===== config.mk =====
export PLATFORM = sky130hd
export DESIGN_NAME = pattern_trig_ctrl
export DESIGN_NICKNAME = d
export VERILOG_FILES = /design/src/rtl/ptc_pkg.sv /design/src/rtl/ptc_trig_sel.sv /design/src/rtl/ptc_group_merge.sv /design/src/rtl/ptc_rd_mux.sv /design/src/rtl/pattern_trig_ctrl.sv
export SDC_FILE = /design/constraint.sdc
export NUM_CORES = 1
export LEC_CHECK = 0
export ABC_AREA = 1
export BUFFER_PORTS_ARGS = -buffer_cell sky130_fd_sc_hd__buf_2
export CAP_MARGIN = 0
export CELL_PAD_IN_SITES_DETAIL_PLACEMENT = 0
export CELL_PAD_IN_SITES_GLOBAL_PLACEMENT = 1
export CORE_UTILIZATION = 37
export CTS_BUF_LIST = sky130_fd_sc_hd__clkbuf_2
export CTS_CLUSTER_SIZE = 24
export DETAILED_ROUTE_END_ITERATION = 6
export GPL_TIMING_DRIVEN = 0
export PLACE_DENSITY = 0.83
export SLEW_MARGIN = 20
export SYNTH_ARGS = -nofsm -noshare
export SYNTH_HDL_FRONTEND = slang
export SYNTH_HIERARCHICAL = 1
export SYNTH_SLANG_ARGS = --single-unit

===== constraint.sdc =====
create_clock -name clk -period 1.2 [get_ports clk]
set_input_delay 0.18 -clock clk [delete_from_list [all_inputs] [get_ports clk]]
set_output_delay 0.18 -clock clk [all_outputs]
set_load 0.005 [all_outputs]

===== src/rtl/ptc_pkg.sv =====
package ptc_pkg;
    localparam int PTC_GROUPS  = 4;
    localparam int PTC_GROUP_W = 4;
    localparam int PTC_CHANNELS = 4;

    typedef enum logic [1:0] {
        SEL_NEXT = 2'd0,
        SEL_EN   = 2'd1,
        SEL_CTRL = 2'd2,
        SEL_RSVD = 2'd3
    } reg_sel_e;
endpackage


===== src/rtl/ptc_trig_sel.sv =====
module ptc_trig_sel #(
    parameter int N_CH  = 4,
    parameter int SEL_W = 2
) (
    input  logic [N_CH-1:0]  pulses,
    input  logic [SEL_W-1:0] sel,
    output logic             fire
);
    always_comb begin
        fire = 1'b0;
        for (int c = 0; c < N_CH; c++) begin
            if (sel == SEL_W'(c)) fire = pulses[c];
        end
    end
endmodule


===== src/rtl/ptc_group_merge.sv =====
module ptc_group_merge #(
    parameter int GW = 4
) (
    input  logic          fire,
    input  logic [GW-1:0] cur,
    input  logic [GW-1:0] nxt,
    input  logic [GW-1:0] en,
    output logic [GW-1:0] upd
);
    always_comb begin
        upd = cur;
        if (fire) upd = (nxt & en) | (cur & ~en);
    end
endmodule


===== src/rtl/ptc_rd_mux.sv =====
module ptc_rd_mux #(
    parameter int DW     = 16,
    parameter int CTRL_W = 8
) (
    input  logic [1:0]        sel,
    input  logic [DW-1:0]     nd,
    input  logic [DW-1:0]     en,
    input  logic [CTRL_W-1:0] ctrl,
    output logic [DW-1:0]     rdata
);
    import ptc_pkg::*;
    always_comb begin
        unique case (reg_sel_e'(sel))
            SEL_NEXT: rdata = nd;
            SEL_EN:   rdata = en;
            SEL_CTRL: rdata = DW'(ctrl);
            default:  rdata = '0;
        endcase
    end
endmodule


===== src/rtl/pattern_trig_ctrl.sv =====
module pattern_trig_ctrl
    import ptc_pkg::*;
#(
    parameter int N_GROUPS = PTC_GROUPS,
    parameter int GROUP_W  = PTC_GROUP_W,
    parameter int N_CH     = PTC_CHANNELS,
    localparam int SEL_W   = (N_CH > 1) ? $clog2(N_CH) : 1,
    localparam int OUT_W   = N_GROUPS * GROUP_W,
    localparam int CTRL_W  = N_GROUPS * SEL_W
) (
    input  logic             clk,
    input  logic             rst_n,
    input  logic             standby,
    input  logic             reg_we,
    input  logic [1:0]       reg_sel,
    input  logic [OUT_W-1:0] reg_wdata,
    output logic [OUT_W-1:0] reg_rdata,
    input  logic [N_CH-1:0]  cmp_match,
    output logic [OUT_W-1:0] pat_out
);
    typedef struct packed {
        logic [OUT_W-1:0]  nd;
        logic [OUT_W-1:0]  en;
        logic [CTRL_W-1:0] ctrl;
        logic [OUT_W-1:0]  out;
    } state_t;

    state_t s_d, s_q;

    logic [N_GROUPS-1:0] fire_raw;
    logic [OUT_W-1:0]    merged;
    logic [OUT_W-1:0]    en_cur;
    logic [CTRL_W-1:0]   ctrl_cur;

    assign en_cur   = s_q.en;
    assign ctrl_cur = s_q.ctrl;

    for (genvar g = 0; g < N_GROUPS; g++) begin : g_grp
        ptc_trig_sel #(.N_CH(N_CH), .SEL_W(SEL_W)) sel_i (
            .pulses (cmp_match),
            .sel    (s_q.ctrl[g*SEL_W +: SEL_W]),
            .fire   (fire_raw[g])
        );
        ptc_group_merge #(.GW(GROUP_W)) merge_i (
            .fire (fire_raw[g] & ~standby),
            .cur  (s_q.out[g*GROUP_W +: GROUP_W]),
            .nxt  (s_q.nd[g*GROUP_W +: GROUP_W]),
            .en   (s_q.en[g*GROUP_W +: GROUP_W]),
            .upd  (merged[g*GROUP_W +: GROUP_W])
        );
    end

    ptc_rd_mux #(.DW(OUT_W), .CTRL_W(CTRL_W)) rd_i (
        .sel   (reg_sel),
        .nd    (s_q.nd),
        .en    (s_q.en),
        .ctrl  (s_q.ctrl),
        .rdata (reg_rdata)
    );

    always_comb begin
        s_d     = s_q;
        s_d.out = merged;
        if (reg_we && !standby) begin
            unique case (reg_sel_e'(reg_sel))
                SEL_NEXT: s_d.nd   = reg_wdata;
                SEL_EN:   s_d.en   = reg_wdata;
                SEL_CTRL: s_d.ctrl = reg_wdata[CTRL_W-1:0];
                default:  ;
            endcase
        end
    end

    always_ff @(posedge clk or negedge rst_n) begin
        if (!rst_n) begin
            s_q.nd   <= '0;
            s_q.en   <= '0;
            s_q.ctrl <= '1;
            s_q.out  <= '0;
        end else begin
            s_q <= s_d;
        end
    end

    assign pat_out = s_q.out;
endmodule


==> metrics.yaml <==
status: "complete, but fails checks"
violations: "setup timing"
syn_area_mm2: 0.00323
cp.required_ns: 1.02
io_pins: 58
port_buffers: 57
fmax_mhz: 645
min_period_over_period_pct: 129
dr.pass1.iters: 5
drt-initial-drc-count: 165
track_usage_pct: 20.5
die_h_um: 95.5
die_w_um: 95.5
r2r-end: "pat_out[7]$_DFF_PN0_"
period_needed_ns: 1.55
fp-row-count: 33
cp.arrival_ns: 1.37
routedWlPerCell_um: 13.1
fin_ws_ns: -0.350
power.total_mw: 6.86
syn_to_final_growth_pct: 35.9
dp_hpwl_mm: 5.68
path_clk_slew_ns: 0.31
met1Wirelength_mm: 3.87
yosysUniqueCellTypes: 18
critical_path.startpoint: "ctrl_cur[2]$_DFFE_PN1P_"
setup_viol: 48
reg2reg_slack_ns: -0.33
synth_largest_area_cell: "dfrtp_1"
gp_congestion: 0.805
diodes: 0
dr_wl_met3_um: 424
grt_pass1_vias: 3002
cts_made_buffers: 5
r2r-start: "ctrl_cur[2]$_DFFE_PN1P_"
layout.nets: 593
vias: 3137
fin_cells: 673
drc_errors: 0
hold_violations: 0
rsz0062_at_grt: "yes"
tns_ns: -8.44
cap_violations: 0
grt_max_degree: 57
slew_headroom_pct: 50.7
vias_per_cell: 4.66
synth_seq_cells: 56
worstHoldStart: "reg_sel[0]"
hold_ws_ns: 0.0433
cts_buffer_depth: 2
layout-drive-gt1-share_pct: 38.4
post-route-util_pct: 52.7
ant_nets: 0
startpoint_type: "flop"
worstSkewPairLatency_ns: 0.47
clkSinkCount: 56
yosysWarnings: 6
totalWireLength_mm: 8.81
syn_avg_cell_area_um2: 7.19
path_max_fanout: 2
core_area_mm2: 0.00834
ys_seq_area_share_pct: 43.6
maxSlewViolCount: 0
routed-wl-met2_mm: 4.38
placedCellCount: 612
cts_tree: "built"
crit_path_end_kind: "output pin"
synthCells: 450
topRoutingLayerUsed: "met4"
synth_top_area_share_pct: 37.1
start_util_pct: 38.8
grt_antenna_before_repair: 0
placed_area_mm2: 0.00367
worstRegToRegCells: 11
dieArea_mm2: 0.00912
irDropWorstVdd_mv: 0.763
power.density_mw_per_mm2: 1560
min_to: "ctrl_cur[0]$_DFFE_PN1P_"
hp-class: "primary input to flop"
final_cell_area_mm2: 0.00440
fin_skew_ns: 0.0213
worstMarginPinSlew_ns: 0.739
p_leak_nw: 2.50
ctsHtreeMaxLevel: 2
place_ws_ns: -0.267
whs_path_depth: 4
ys_top_cells_by_area: "dfrtp_1, nand2_1, nand3_1"
critical_path_class: "flop to output pin"
grt_pass1_wl_mm: 14.4
syn_nets: 476
grt.overflow.total: 0
clock-root-buffer: "clkbuf_2"
[cells by family (layout without fill, tap and decap cells)]
logic type             count (synthesis)  count (layout)  share of synthesized area (%)
buffers and inverters                114             232                           18.3
flip-flops                            56              56                           43.6
AND/OR/NAND/NOR                      280             280                           38.1
[power by group]
part | leakage, nW | total [mW] | internal [mW] | switching [mW]
Sequential | 0.661 | 2.82 | 2.44 | 0.378
Combinational | 1.79 | 3.02 | 1.70 | 1.32
Clock | 0.0449 | 1.02 | 0.365 | 0.660
Total | 2.50 | 6.86 | 4.50 | 2.36
[critical path, cell delays in order, from the launching register on]
cell and delay, ns:
dfstp_2 0.63, nand3_2 0.08, nand3_2 0.10, buf_6 0.09
[timing repair]
item / in CTS / in global routing
setup buffers: 39 / 14
hold endpoints to repair: 88 / 0
pin swaps: 27 / 21
setup endpoints to repair: 48 / 48
cloned: 0 / 0
gates resized for setup: 24 / 24
hold buffers: 17 / 0
[area by class of cell]
class / count / area [um^2]
Inverter: 81 / 309
Clock buffer: 5 / 25.0
Timing Repair Buffer: 127 / 958
Clock inverter: 3 / 46.3
Tap cell: 105 / 131
Buffer: 16 / 153
Sequential cell: 56 / 1410
Fill cell: 813 / 3940
Multi-Input combinational cell: 280 / 1360
[cells in the final DEF (no fill, tap or decap)]
cell and count:
buf_12 2, buf_2 48, buf_4 52, buf_6 24, bufinv_16 1, clkbuf_2 5
clkinv_1 4, clkinv_2 1, dfrtp_1 46, dfrtp_2 2, dfstp_2 8, dlygate4sd3_1 17
inv_1 45, inv_2 30, inv_4 2, inv_8 1, nand2_1 162, nand2_2 13
nand3_1 74, nand3_2 22, nor2_1 2, nor2_2 3, nor2_4 3, nor2_8 1
[synth_stat cells, drive strengths merged]
library cell	number
nand3	96
inv	77
buf	33
nand2	175
clkinv	4
dfrtp	48
nor2	9
dfstp	8
[layer usage]
metal / up-vias / GRT usage [%]
li1: 1581 / -
met1: 1461 / 26.2
met2: 82 / 35.7
met3: 13 / 3.75
met4: 0 / 5.22
met5: - / 0
[registers in the layout (all words and copies together), names as in the netlist]
name,cells
ctrl_cur,8
en_cur,16
pat_out,16
s_q,16
[worst max-delay path by stage]
stage / endpoint / slack [ns] / cells past startpoint
6_report: reg_rdata[2] / -0.35 / 3
5_1_grt: reg_rdata[2] / -0.44 / 3
4_1_cts: reg_rdata[0] / -0.35 / 3
3_5_place_dp: pat_out[13]$_DFF_PN0_ / -0.27 / 10
3_3_place_gp: pat_out[14]$_DFF_PN0_ / -0.25 / 10
2_1_floorplan: pat_out[5]$_DFF_PN0_ / -0.06 / 10
No activity file was read; power rests on OpenSTA's default activity.
